===== config.mk =====
export PLATFORM = sky130hd
export DESIGN_NAME = evt_flag_reg
export DESIGN_NICKNAME = d
export VERILOG_FILES = /design/src/rtl/evt_flag_pkg.sv /design/src/rtl/evt_sticky_bit.sv /design/src/rtl/evt_irq_combine.sv /design/src/rtl/evt_flag_reg.sv
export SDC_FILE = /design/constraint.sdc
export NUM_CORES = 1
export LEC_CHECK = 0
export BUFFER_PORTS_ARGS = -buffer_cell sky130_fd_sc_hd__buf_2
export CAP_MARGIN = 20
export CORE_AREA = 2 2 39 41
export CTS_CLUSTER_DIAMETER = 150
export CTS_CLUSTER_SIZE = 40
export DETAILED_ROUTE_END_ITERATION = 8
export DIE_AREA = 0 0 41 43
export PLACE_DENSITY = 0.68
export SYNTH_ARGS = -nofsm -noshare
export SYNTH_HDL_FRONTEND = slang
export SYNTH_SLANG_ARGS = --single-unit

===== constraint.sdc =====
create_clock -name clk -period 1.35 [get_ports clk]
set_input_delay 0.27 -clock clk [delete_from_list [all_inputs] [get_ports clk]]
set_output_delay 0.27 -clock clk [all_outputs]
set_load 0.02 [all_outputs]

===== src/rtl/evt_flag_pkg.sv =====
package evt_flag_pkg;
  localparam int FLAG_W = 8;
  localparam int POS_PSP = 7;
  localparam int POS_ADC = 6;
  localparam int POS_RX  = 5;
  localparam int POS_TX  = 4;
  localparam int POS_SSP = 3;
  localparam int POS_NU  = 2;
  localparam int POS_TMB = 1;
  localparam int POS_TMA = 0;

  typedef enum logic [1:0] {
    KIND_STICKY = 2'd0,
    KIND_MIRROR = 2'd1,
    KIND_ZERO   = 2'd2
  } bit_kind_e;

  function automatic bit_kind_e kind_of(input int pos);
    if (pos == POS_RX || pos == POS_TX) return KIND_MIRROR;
    if (pos == POS_NU) return KIND_ZERO;
    return KIND_STICKY;
  endfunction
endpackage


===== src/rtl/evt_sticky_bit.sv =====
module evt_sticky_bit (
  input  logic clk,
  input  logic rst_n,
  input  logic evt,
  input  logic wr_en,
  input  logic wr_val,
  output logic q
);
  logic q_nx;
  logic q_ce;

  always_comb begin
    q_ce = evt | wr_en;
    if (evt) q_nx = 1'b1;
    else     q_nx = wr_val;
  end

  always_ff @(posedge clk or negedge rst_n) begin
    if (!rst_n)    q <= 1'b0;
    else if (q_ce) q <= q_nx;
  end

  AST_EVT_SETS: assert property (@(posedge clk) disable iff (!rst_n)
    evt |=> q);
  AST_SET_WINS: assert property (@(posedge clk) disable iff (!rst_n)
    (evt && wr_en && !wr_val) |=> q);
  AST_HOLD: assert property (@(posedge clk) disable iff (!rst_n)
    (!evt && !wr_en) |=> $stable(q));
  AST_WR_ZERO_CLR: assert property (@(posedge clk) disable iff (!rst_n)
    (!evt && wr_en && !wr_val) |=> !q);
  AST_WR_ONE_SET: assert property (@(posedge clk) disable iff (!rst_n)
    (wr_en && wr_val) |=> q);
endmodule


===== src/rtl/evt_irq_combine.sv =====
module evt_irq_combine #(
  parameter int W = 8
) (
  input  logic [W-1:0] flags,
  input  logic [W-1:0] en,
  input  logic         glb_en,
  output logic         irq
);
  always_comb irq = glb_en & (|(flags & en));
endmodule


===== src/rtl/evt_flag_reg.sv =====
module evt_flag_reg
  import evt_flag_pkg::*;
#(
  parameter int W = FLAG_W
) (
  input  logic         clk,
  input  logic         rst_n,
  input  logic         wr_en,
  input  logic [W-1:0] wr_data,
  output logic [W-1:0] rd_data,
  input  logic [W-1:0] evt_i,
  input  logic         rx_full,
  input  logic         tx_empty,
  input  logic [W-1:0] en_i,
  input  logic         glb_en,
  output logic         irq_o
);
  logic [W-1:0] flag_q;

  for (genvar g = 0; g < W; g++) begin : g_bit
    if (kind_of(g) == KIND_STICKY) begin : g_sticky
      evt_sticky_bit u_bit (
        .clk    (clk),
        .rst_n  (rst_n),
        .evt    (evt_i[g]),
        .wr_en  (wr_en),
        .wr_val (wr_data[g]),
        .q      (flag_q[g])
      );
    end else if (kind_of(g) == KIND_MIRROR) begin : g_mirror
      if (g == POS_RX) begin : g_rx
        always_comb flag_q[g] = rx_full & rst_n;
      end else begin : g_tx
        always_comb flag_q[g] = tx_empty & rst_n;
      end
    end else begin : g_zero
      always_comb flag_q[g] = 1'b0;
    end
  end

  always_comb rd_data = flag_q;

  evt_irq_combine #(.W(W)) u_irq (
    .flags  (flag_q),
    .en     (en_i),
    .glb_en (glb_en),
    .irq    (irq_o)
  );

  AST_UNUSED_ZERO: assert property (@(posedge clk) disable iff (!rst_n)
    rd_data[POS_NU] == 1'b0);
  AST_RX_MIRROR: assert property (@(posedge clk) disable iff (!rst_n)
    rd_data[POS_RX] == rx_full);
  AST_TX_MIRROR: assert property (@(posedge clk) disable iff (!rst_n)
    rd_data[POS_TX] == tx_empty);
  AST_NO_GLB_NO_IRQ: assert property (@(posedge clk) disable iff (!rst_n)
    !glb_en |-> !irq_o);
  AST_RESET_CLEAR: assert property (@(posedge clk)
    $rose(rst_n) |-> (rd_data & ~((W'(1) << POS_RX) | (W'(1) << POS_TX))) == '0);
endmodule


* Yosys cells after proc, flatten, opt, wreduce, memory -nomap -nowiden *
Index checks and enable logic that the tools add are counted.

word-level totals
  output and inout bits = 9
  register bits = 5
  input bits = 30
  word-level logic and storage cells = 20

cells by class
  bitwise gates (word level) = 9
  reduce and logical (&&, ||, !) cells = 1
  mux-type cells = 5

operator list
  cell             count
  $and 8x8->8      1
  $reduce_or 8->1  1
  $mux 1           5
  $or 1x1->1       5
  $and 1x1->1      3

* Logic depth before layout (Yosys ltp) *
  depth in word-level cells = 4
  depth in mapped cells = 3
  gate-level depth less buffers = 2

* By module *
Synthesis repeated with hierarchy kept, for this count alone.

unflattened totals
  cells, all modules = 25
  area total of the unflattened synthesis = 266.5 um2

modules (own cells, without submodules)
  module           cells each  area an instance (um2)  seq. area each (um2)  instances
  evt_sticky_bit   3           40.0                    25.0                  5
  evt_irq_combine  6           42.5                    0.0                   1
  evt_flag_reg     4           23.8                    0.0                   1

* Worst setup path after synthesis *
OpenSTA, ideal clock, no wires.

  path type = reg-to-output
  start = register g_bit[0].g_sticky.u_bit.q
  end = output port irq_o
  setup slack = 0.107 ns
  required time = 1.080 ns
  arrival = 0.973 ns
  buffers on the path = 0
  stages on the path, launching flop included = 3
  cell sequence = dfrtp_1 a222oi_1 a41oi_1

on the way
  cells in the longest elaborated chain, start to end = 3

RTL lines
  item                    line                  text
  from (decl)             evt_sticky_bit.sv:7   output logic q
  from (signal assigned)  evt_sticky_bit.sv:20  else if (q_ce) q <= q_nx;
  $and 8x8->8             evt_irq_combine.sv:9  always_comb irq = glb_en & (|(flags & en));
  $reduce_or 8->1         evt_irq_combine.sv:9
  $and 1x1->1             evt_irq_combine.sv:9
  to (decl)               evt_flag_reg.sv:16    output logic irq_o

No other way between the ends.

* Worst setup path after layout *
Ends and elaborated chain as after synthesis.

==> flow_summary_export.csv <==
group,metric,value,unit
status,status,"complete, but fails checks",
status,violations,"setup timing",
final_layout,n_antenna_cell,0,
global_routing,grt_pass1_wl,1090,um
final_layout,registers.top_by_ff_count,"g_bit.g_sticky.u_bit.q",
global_routing,antenna_found_initial,0,
timing,fin_hold_ws,0.217,ns
critical_path,cp-end-kind,"output pin",
logic_synthesis,yosys_warnings,0,
clocking,htreeDepth,1,
timing,hold_viol,0,
final_layout,area_delta_synth_final,56.6,%
logic_synthesis,ys_types,12,
timing,setup_viol,1,
logic_synthesis,synth.top_cells.by_area,"dfrtp_1, buf_4, a211o_1",
placed_design,portBuffers,30,
clocking,clkTransAtPathRegs,0.04,ns
critical_path,cp_data_required_time,1.08,ns
logic_synthesis,synth_nets,61,
worst_hold_path,hold_path_class,"primary input to flip-flop",
drt,ant_nets,0,
global_routing,grt_max_degree,11,
drt,wl,768,um
job,max_cap_viol_count,0,
global_routing,grt_use_total,0.102,
logic_synthesis,ys_ff_latch,5,
logic_synthesis,synth_top_area_share,0.402,
drt,routed_via_density,4.22,
floorplanning,die_h,43,um
floorplanning,coreArea,1380,um^2
logic_synthesis,yosysSeqAreaShare,0.402,
critical_path,worst_r2r_path_depth,3,
placed_design,post-place-ws,-0.0191,ns
logic_synthesis,avgSynthCellArea,10.0,um^2
floorplanning,die_area,1760,um^2
floorplanning,fp.dieW,41,um
timing,fin_crit,1.56,ns
drt,drt_iter0_drc,2,
clocking,post_cts_buffers,0,
final_layout,drive_above_1_share,0.597,
power_and_ir_drop,ir_worst_vdd,427,uV
final_layout,fin_nets,93,
drt,vias,329,
critical_path,cp.arrival,1.29,ns
drt,drtPass1Iterations,4,
timing,fin_worst_skew,0,ns
timing,fmax,639,MHz
timing,layout_setup_ws,-0.214,ns
clocking,ctsResizeCount,0,
logic_synthesis,syn_area,312,um^2
timing,slew_violations,0,
timing,min_period_over_period,1.16,
final_layout,final_util,0.353,
global_routing,grt_pass1_vias,285,
drt,avgRoutedWirePerCell,9.85,um
global_routing,grt_overflow,0,
floorplanning,boundaryPins,39,
final_layout,top_regs,"g_bit.g_sticky.u_bit.q: 5 flops",
logic_synthesis,synth_largest_area_cell,"dfrtp_1",
floorplanning,rows,14,
clocking,cts_tree,"done",
critical_path,crit_path_start_kind,"flip-flop",
worst_hold_path,min_path_cells,2,
clocking,cts_root_buf,"clkbuf_4",
final_layout,largest_reg_flops,5,
power_and_ir_drop,power.static_leakage,0.253,nW
clocking,numCtsBuffers,3,
placed_design,dp_hpwl,653,um
power_and_ir_drop,power_density,924,nW/um^2
floorplanning,initial_core_util,0.225,
critical_path,cp_max_fo,2,
final_layout,fillers,151,
clocking,clk_path_buf_depth,2,
clocking,clkSinkCount,5,
critical_path,path_class,"flip-flop to output pin",
timing,grt_setup_unrepaired,"yes",
clocking,clk_latency,0.24,ns
placed_design,gp_congestion,0.667,
logic_synthesis,synth_cells,31,
drt,drc,0,
[cell usage after synthesis (all sizes together)]
library cell,instances
a211o,5
a222oi,1
a22oi,1
a41oi,1
and2,2
buf,7
conb,1
dfrtp,5
inv,1
nand3,2
nor2b,5
[logic make-up (layout without fill, tap and decap cells)]
| kind of cell | count (synthesis) | after routing | share of synthesized area |
|---|---|---|---|
| AND/OR/NAND/NOR | 9 | 9 | 0.181 |
| buffers and inverters | 8 | 39 | 0.181 |
| AO/OA/AOI/OAI | 8 | 8 | 0.225 |
| flip-flops | 5 | 5 | 0.402 |
| other | 1 | 1 | 0.0120 |
[cell type report]
type | instances | area [um^2] | share of cell area
clock buffer | 4 | 26.3 | 0.0538
inverter | 1 | 3.75 | 0.00769
multi-input combinational | 18 | 130 | 0.267
sequential | 5 | 125 | 0.256
tap | 16 | 20.0 | 0.0410
timing repair buffer | 34 | 183 | 0.374
[worst paths after layout]
check | startpoint | end | slack, ns
worst max register to register | g_bit[0].g_sticky.u_bit.q | g_bit[0].g_sticky.u_bit.q | 0.34
worst max-delay path | g_bit[0].g_sticky.u_bit.q | irq_o | -0.21
min in group asynchronous | rst_n | g_bit[1].g_sticky.u_bit.q | 0.50
worst min register to register | g_bit[1].g_sticky.u_bit.q | g_bit[1].g_sticky.u_bit.q | 0.62
max in group asynchronous | rst_n | g_bit[0].g_sticky.u_bit.q | 0.74
worst min-delay path | evt_i[1] | g_bit[1].g_sticky.u_bit.q | 0.22
[routing by layer]
layer	track usage	up-vias	wire, um
met5	0	-	0
met4	0.100	0	0
met3	0.0471	0	78
met2	0.153	14	392
met1	0.0909	147	297
li1	-	168	-
[report_power, final]
| part | switching, W | internal [W] |
|---|---|---|
| clock | 0.0000579 | 0.000112 |
| sequential | 0.00000599 | 0.000161 |
| combinational | 0.0000553 | 0.0000594 |
[cells in the final DEF, fill, tap and decap left out]
cell type,instances
a211o_1,5
a41oi_1,1
clkbuf_4,3
buf_2,30
and2_1,2
dfrtp_1,5
dlygate4sd3_1,1
nor2b_2,1
conb_1,1
clkbuf_1,1
buf_4,3
nand3_1,2
inv_1,1
a222oi_1,1
nor2b_1,4
a22oi_1,1
[critical path, cell delays in order, from the launching register on]
cell      delay (ns)
dfrtp_1         0.37
a222oi_1        0.33
a41oi_1         0.17
buf_2           0.19
[stage by stage]
stage | total power, W | instances | cell area, um^2 | setup TNS (ns)
final | 0.000451 | 78 | 488 | -0.214
after floorplan | 0.000238 | 31 | 312 | 0
after global placement | 0.000281 | 73 | 452 | -0.0167
after CTS | 0.000464 | 78 | 488 | -0.271
after detailed placement | 0.000283 | 73 | 452 | -0.0191
after global routing | 0.000486 | 78 | 488 | -0.394
[what timing repair did]
item                                   in CTS  in global routing
pin swaps                                   1                  2
setup endpoints to repair                   1                  1
hold buffers                                1                  0
endpoints found under the hold margin       5                  0
Note: power is estimated with default switching activity, not from simulation.
